**config.mk**
```make
export PLATFORM = sky130hd
export DESIGN_NAME = port_rate_shaper
export DESIGN_NICKNAME = d
export VERILOG_FILES = /design/src/rtl/rate_shaper_pkg.sv /design/src/rtl/shaper_cfg.sv /design/src/rtl/shaper_charge.sv /design/src/rtl/shaper_debt.sv /design/src/rtl/shaper_gate.sv /design/src/rtl/port_rate_shaper.sv
export SDC_FILE = /design/constraint.sdc
export NUM_CORES = 1
export LEC_CHECK = 0
export BUFFER_PORTS_ARGS = -buffer_cell sky130_fd_sc_hd__buf_2
export CORE_MARGIN = 5
export CORE_UTILIZATION = 40
export CTS_CLUSTER_DIAMETER = 100
export DETAILED_ROUTE_END_ITERATION = 8
export PLACE_DENSITY = 0.67
export SLEW_MARGIN = 10
export SYNTH_ARGS = -nofsm -noshare
export SYNTH_HDL_FRONTEND = slang
export SYNTH_SLANG_ARGS = --single-unit
export TNS_END_PERCENT = 20
```
**constraint.sdc**
```tcl
create_clock -name clk -period 13.9 [get_ports clk]
set_clock_uncertainty 0.05 [all_clocks]
set_input_delay 2.78 -clock clk [delete_from_list [all_inputs] [get_ports clk]]
set_output_delay 2.78 -clock clk [all_outputs]
set_load 0.02 [all_outputs]
```
**src/rtl/rate_shaper_pkg.sv**
```systemverilog
package rate_shaper_pkg;
    // Packet cost and limit are this many bits coarser than word cost.
    localparam int COARSE_SHIFT  = 8;
    // Tokens that leak out of the debt on every clock.
    localparam int DRAIN_PER_CLK = 16;

    function automatic int max2(input int a, input int b);
        return (a > b) ? a : b;
    endfunction
endpackage

```
**src/rtl/shaper_cfg.sv**
```systemverilog
module shaper_cfg #(
    parameter int PKT_W  = 24,
    parameter int WORD_W = 24,
    parameter int LIM_W  = 24
) (
    input  logic              clk,
    input  logic              rst_n,
    input  logic              wr_en,
    input  logic [PKT_W-1:0]  pkt_in,
    input  logic [WORD_W-1:0] word_in,
    input  logic [LIM_W-1:0]  lim_in,
    output logic [PKT_W-1:0]  pkt_cost,
    output logic [WORD_W-1:0] word_cost,
    output logic [LIM_W-1:0]  limit
);
    typedef struct packed {
        logic [PKT_W-1:0]  pkt;
        logic [WORD_W-1:0] word;
        logic [LIM_W-1:0]  lim;
    } cfg_t;

    cfg_t cfg_d, cfg_q;

    always_comb begin
        cfg_d = cfg_q;
        if (wr_en) begin
            cfg_d.pkt  = pkt_in;
            cfg_d.word = word_in;
            cfg_d.lim  = lim_in;
        end
    end

    always_ff @(posedge clk or negedge rst_n) begin
        if (!rst_n) cfg_q <= '0;
        else        cfg_q <= cfg_d;
    end

    assign pkt_cost  = cfg_q.pkt;
    assign word_cost = cfg_q.word;
    assign limit     = cfg_q.lim;
endmodule

```
**src/rtl/shaper_charge.sv**
```systemverilog
module shaper_charge
    import rate_shaper_pkg::*;
#(
    parameter int PKT_W  = 24,
    parameter int WORD_W = 24,
    parameter int CHG_W  = 33
) (
    input  logic              pkt_start,
    input  logic              word_valid,
    input  logic [PKT_W-1:0]  pkt_cost,
    input  logic [WORD_W-1:0] word_cost,
    output logic [CHG_W-1:0]  charge
);
    logic [CHG_W-1:0] pkt_part, word_part;

    always_comb begin
        pkt_part  = pkt_start  ? CHG_W'({pkt_cost, {COARSE_SHIFT{1'b0}}}) : '0;
        word_part = word_valid ? CHG_W'(word_cost) : '0;
        charge    = pkt_part + word_part;
    end
endmodule

```
**src/rtl/shaper_debt.sv**
```systemverilog
module shaper_debt
    import rate_shaper_pkg::*;
#(
    parameter int DEBT_W = 40,
    parameter int CHG_W  = 33
) (
    input  logic              clk,
    input  logic              rst_n,
    input  logic              clear,
    input  logic [CHG_W-1:0]  charge,
    output logic [DEBT_W-1:0] debt
);
    localparam int SUM_W  = max2(DEBT_W, CHG_W) + 1;
    localparam int WIDE_W = SUM_W + 1;
    localparam logic [DEBT_W-1:0] MAX_V   = {DEBT_W{1'b1}};
    localparam logic [DEBT_W-1:0] DRAIN_V = DEBT_W'(DRAIN_PER_CLK);

    typedef logic [WIDE_W-1:0] wide_t;
    typedef struct packed {
        logic [DEBT_W-1:0] debt;
    } st_t;

    st_t st_d, st_q;
    logic [SUM_W-1:0]  sum;
    logic [DEBT_W-1:0] capped;

    always_comb begin
        st_d   = st_q;
        sum    = SUM_W'(st_q.debt) + SUM_W'(charge);
        capped = (sum > SUM_W'(MAX_V)) ? MAX_V : sum[DEBT_W-1:0];
        st_d.debt = (capped >= DRAIN_V) ? (capped - DRAIN_V) : '0;
        if (clear) st_d.debt = '0;
    end

    always_ff @(posedge clk or negedge rst_n) begin
        if (!rst_n) st_q <= '0;
        else        st_q <= st_d;
    end

    assign debt = st_q.debt;

    // a settings write leaves no debt behind
    assert_cfg_clear_R7: assert property (@(posedge clk) disable iff (!rst_n)
        clear |=> (debt == '0));

    // an uncharged cycle drains exactly 16 or reaches zero
    assert_drain_R4: assert property (@(posedge clk) disable iff (!rst_n)
        (!clear && charge == '0) |=>
        (debt == (($past(debt) >= DRAIN_V) ? ($past(debt) - DRAIN_V) : '0)));

    // a charged cycle never lets the debt fall by more than the drain
    assert_no_overflow_R6: assert property (@(posedge clk) disable iff (!rst_n)
        (!clear && charge != '0) |=>
        (wide_t'(debt) + wide_t'(DRAIN_V) >= wide_t'($past(debt))));

    // charge and drain combine in one clock
    assert_charge_drain_R9: assert property (@(posedge clk) disable iff (!rst_n)
        (!clear && charge != '0) |=>
        ((debt == MAX_V - DRAIN_V) || (debt == '0) ||
         (wide_t'(debt) + wide_t'(DRAIN_V) ==
          wide_t'($past(debt)) + wide_t'($past(charge)))));
endmodule

```
**src/rtl/shaper_gate.sv**
```systemverilog
module shaper_gate
    import rate_shaper_pkg::*;
#(
    parameter int DEBT_W = 40,
    parameter int LIM_W  = 24
) (
    input  logic              clk,
    input  logic              rst_n,
    input  logic [DEBT_W-1:0] debt,
    input  logic [LIM_W-1:0]  limit,
    output logic              may_send
);
    localparam int CMP_W = max2(DEBT_W, LIM_W + COARSE_SHIFT);

    logic [CMP_W-1:0] thresh;

    always_comb begin
        thresh   = CMP_W'({limit, {COARSE_SHIFT{1'b0}}});
        may_send = (CMP_W'(debt) <= thresh);
    end

    // the port only reopens when debt falls or the limit changes
    assert_open_on_drain_R5: assert property (@(posedge clk) disable iff (!rst_n)
        $rose(may_send) |-> ((debt < $past(debt)) || (limit != $past(limit))));
endmodule

```
**src/rtl/port_rate_shaper.sv**
```systemverilog
module port_rate_shaper
    import rate_shaper_pkg::*;
#(
    parameter int DEBT_W      = 40,
    parameter int PKT_COST_W  = 24,
    parameter int WORD_COST_W = 24,
    parameter int LIMIT_W     = 24
) (
    input  logic                   clk,
    input  logic                   rst_n,
    input  logic                   cfg_we,
    input  logic [PKT_COST_W-1:0]  cfg_pkt_cost,
    input  logic [WORD_COST_W-1:0] cfg_word_cost,
    input  logic [LIMIT_W-1:0]     cfg_limit,
    input  logic                   pkt_start,
    input  logic                   word_valid,
    output logic                   may_send
);
    localparam int CHG_W = max2(PKT_COST_W + COARSE_SHIFT, WORD_COST_W) + 1;

    logic [PKT_COST_W-1:0]  pkt_cost;
    logic [WORD_COST_W-1:0] word_cost;
    logic [LIMIT_W-1:0]     limit;
    logic [CHG_W-1:0]       charge;
    logic [DEBT_W-1:0]      debt;

    shaper_cfg #(.PKT_W(PKT_COST_W), .WORD_W(WORD_COST_W), .LIM_W(LIMIT_W)) u_cfg (
        .clk(clk), .rst_n(rst_n), .wr_en(cfg_we),
        .pkt_in(cfg_pkt_cost), .word_in(cfg_word_cost), .lim_in(cfg_limit),
        .pkt_cost(pkt_cost), .word_cost(word_cost), .limit(limit)
    );

    shaper_charge #(.PKT_W(PKT_COST_W), .WORD_W(WORD_COST_W), .CHG_W(CHG_W)) u_charge (
        .pkt_start(pkt_start), .word_valid(word_valid),
        .pkt_cost(pkt_cost), .word_cost(word_cost), .charge(charge)
    );

    shaper_debt #(.DEBT_W(DEBT_W), .CHG_W(CHG_W)) u_debt (
        .clk(clk), .rst_n(rst_n), .clear(cfg_we), .charge(charge), .debt(debt)
    );

    shaper_gate #(.DEBT_W(DEBT_W), .LIM_W(LIMIT_W)) u_gate (
        .clk(clk), .rst_n(rst_n), .debt(debt), .limit(limit), .may_send(may_send)
    );
endmodule

```
==> out/summary.txt <==
initial DRC count -> 458
yosys warns -> 0
cts hold-fix bufs -> 0
Arr. time, crit path -> 10.94 ns
clk sinks -> 112
Die Ht -> 157.6 um
Clk Latency, worst-skew pair -> 0.37 ns
gr ovfl total -> 0
pin count of the biggest net entering global routing -> 74
die area -> 24840 um^2
Total Wirelength -> 21590 um
DP Cell Count -> 1313
unrepaired setup endpoints after global routing -> false
DP HPWL -> 16670 um
ant diodes -> 0
via/cell ratio -> 5.541
Resized cells post-CTS -> 0
Fin Setup TNS -> 0 ns
synthesis-stage register bit count -> 112
largest area contributor in the netlist -> dfrtp_1
area growth from synthesis to layout -> 9.950%
Slew Viols, Final -> 0
Port Buffers -> 77
DRC -> 0
Slew headroom -> 31.32%
sequential-to-total area share from yosys stat -> 32.16%
Top FF cell, synth -> dfrtp_1
row count -> 54
post-CTS setup buffer count -> 0
number of synthesized flops with an enable pin -> 0
CTS Root Cell -> clkbuf_16
initial core utilization -> 40.31%
core area -> 21620 um^2
GRT Overall Usage -> 17.62%
CP max stage delay -> 0.87 ns
first-pass GRT wire length -> 35730 um
final non-filler cell total -> 1329
crit-path most repeated cell -> o21ai_0
Reg clk slew, reported paths -> 0.08 ns
H-Tree Depth -> 3
top cells by area, synth -> dfrtp_1, ha_1, mux2_2
clk buf depth -> 2
# nets final -> 1199
FF/Latch Area -> 2803 um^2
WL per Instance -> 16.25 um
crit path max fanout -> 39
Crit-path slowest cell -> o41ai_1
Max Freq -> 92.97 MHz
Tmin final -> 10.76 ns
Mapped Avg Cell Area -> 8.758 um^2
Setup crit end kind -> register
WP data required -> 14.08 ns
area of the multi-input gates -> 5549 um^2
Routed Antenna Nets -> 0
Final Hold Viols -> 0
max cap viols -> 0
worst slew pin tran -> 1.017 ns
Startpoint Class -> primary input
final period utilization -> 77.39%
initial antenna violation count -> 0
Setup Crit Path Kind -> in -> reg
outcome -> finished, final reports clean
asr flop ratio synth -> 100.0%
Yosys top cell area share -> 32.16%
Die Span X -> 157.6 um
clock buffer count from CTS -> 9
final setup fails -> 0
Top Ports -> 78
vias in the first global route -> 7292
pwr/cell area -> 145.1 nW/um^2
Post-Synthesis Cells -> 995
First-pass DRT Iterations -> 5
# fillers -> 2159
GP Congestion -> 0.9028
Max VDD drop -> 72.75 uV
Static Leak -> 4.392 nW
Synth Net Count -> 1150
share of layout cells above drive strength 1 -> 16.40%
vias -> 7364
synth unique cells -> 72
CTS tree -> done
type of the worst min-delay path -> reg -> reg
synthesized cell area -> 8715 um^2
## critical path, delay by kind of cell
kind	cells	cell delay, ns
buffers and inverters	4	1.30
AND/OR/NAND/NOR	10	2.32
adder cells (fa/ha/maj)	2	0.57
AO/OA/AOI/OAI	14	3.95
## synthesized netlist by cell type (3+ instances only)
cell,n
o21a_1,11
o211ai_1,11
nand4_1,20
nor3_1,23
o31ai_1,6
mux2i_1,5
xor2_1,19
o21bai_1,4
o21ai_1,4
nor4_1,4
or2_2,7
and2_1,46
o41ai_1,3
or3_1,7
and3_1,11
nor2_1,64
nand2_1,101
a21oi_1,74
a21o_1,24
nor2b_1,5
mux2_2,50
clkbuf_1,31
nor3b_1,3
a21boi_0,6
o21ai_0,59
a211oi_1,12
ha_1,76
xnor2_1,36
buf_2,6
a31oi_1,13
nand2b_1,11
dfrtp_1,112
nand3_1,26
buf_1,3
inv_1,48
## flip-flops by register name (all words and copies together), names as in the netlist
register,count
u_debt.debt,40
u_cfg.pkt_cost,24
u_cfg.word_cost,24
u_cfg.limit,24
## final cells by class
cell class | count | share of cell area (%)
clock buffers | 10 | 2.390
clock inverters | 6 | 0.5223
inverters | 48 | 1.880
multi-input cells | 792 | 57.91
flip-flops and latches | 112 | 29.25
well taps | 280 | 3.656
repair buffers | 81 | 4.388
## worst paths after layout
check,slack [ns],end,cells after the start,from
worst max-delay path,3.14,u_debt.debt[34]$_DFF_PN0_,30,pkt_start
worst min-delay path,0.45,u_cfg.word_cost[14]$_DFFE_PN0P_,1,u_cfg.word_cost[14]$_DFFE_PN0P_
worst max register to register,5.57,u_debt.debt[34]$_DFF_PN0_,29,u_cfg.word_cost[9]$_DFFE_PN0P_
worst min register to register,0.45,u_cfg.word_cost[14]$_DFFE_PN0P_,1,u_cfg.word_cost[14]$_DFFE_PN0P_
max in group asynchronous,10.16,u_cfg.limit[13]$_DFFE_PN0P_,2,rst_n
min in group asynchronous,2.33,u_cfg.word_cost[5]$_DFFE_PN0P_,1,rst_n
## routing by layer
metal	wire length, um	global-route usage (%)	up-vias
met5	0	0	-
met4	400	5.080	0
met3	964	2.870	29
met2	9818	28.46	170
met1	10410	24.50	3483
li1	-	-	3682
## logic make-up after synthesis
family                     share of synthesized area, %
adders and majority gates                         11.37
AOI/OAI and AO/OA                                 19.40
xor gates and xnor gates                          5.528
and+or+nand+nor                                   20.29
muxes                                             7.035
buffers and inverters                             4.221
DFF                                               32.16
## cells in the final DEF (no fill, tap or decap), types with 9 or more instances in the layout
master     Yosys  final
ha_1          76     76
o21a_1        11     11
and2_1        46     46
xor2_1        19     19
nand4_1       20     20
a21o_1        24     24
nor3_1        23     22
inv_1         48     48
o211ai_1      11     11
a31oi_1       13     13
mux2_2        50     50
clkbuf_16      0      9
dfrtp_1      112    112
nand3_1       26     26
nand2_1      101    101
buf_2          6     75
nor2_1        64     64
o21ai_0       59     59
and3_1        11     11
nand2b_1      11     11
a211oi_1      12     12
xnor2_1       36     36
a21oi_1       74     74
## power breakdown
part           internal (W)  switching, W
Combinational      0.000288      0.000435
Clock              0.000125      0.000131
Sequential         0.000377     0.0000340
Total              0.000790      0.000600
## metrics by stage
step / total power (W) / utilization [%] / worst slack, ns / hold WS, ns / area (um^2)
after floorplan: 0.0009640 / - / 4.547 / 0.4221 / 8715
after detailed placement: 0.001133 / 43.03 / 2.848 / 0.4389 / 9303
after CTS: 0.001393 / 44.32 / 3.178 / 0.4589 / 9582
after global placement: 0.001126 / 43.03 / 3.114 / 0.4349 / 9303
final: 0.001390 / 44.32 / 3.143 / 0.4537 / 9582
after global routing: 0.001504 / 44.32 / 2.167 / 0.4803 / 9582
(Power assumes the default switching activity.)
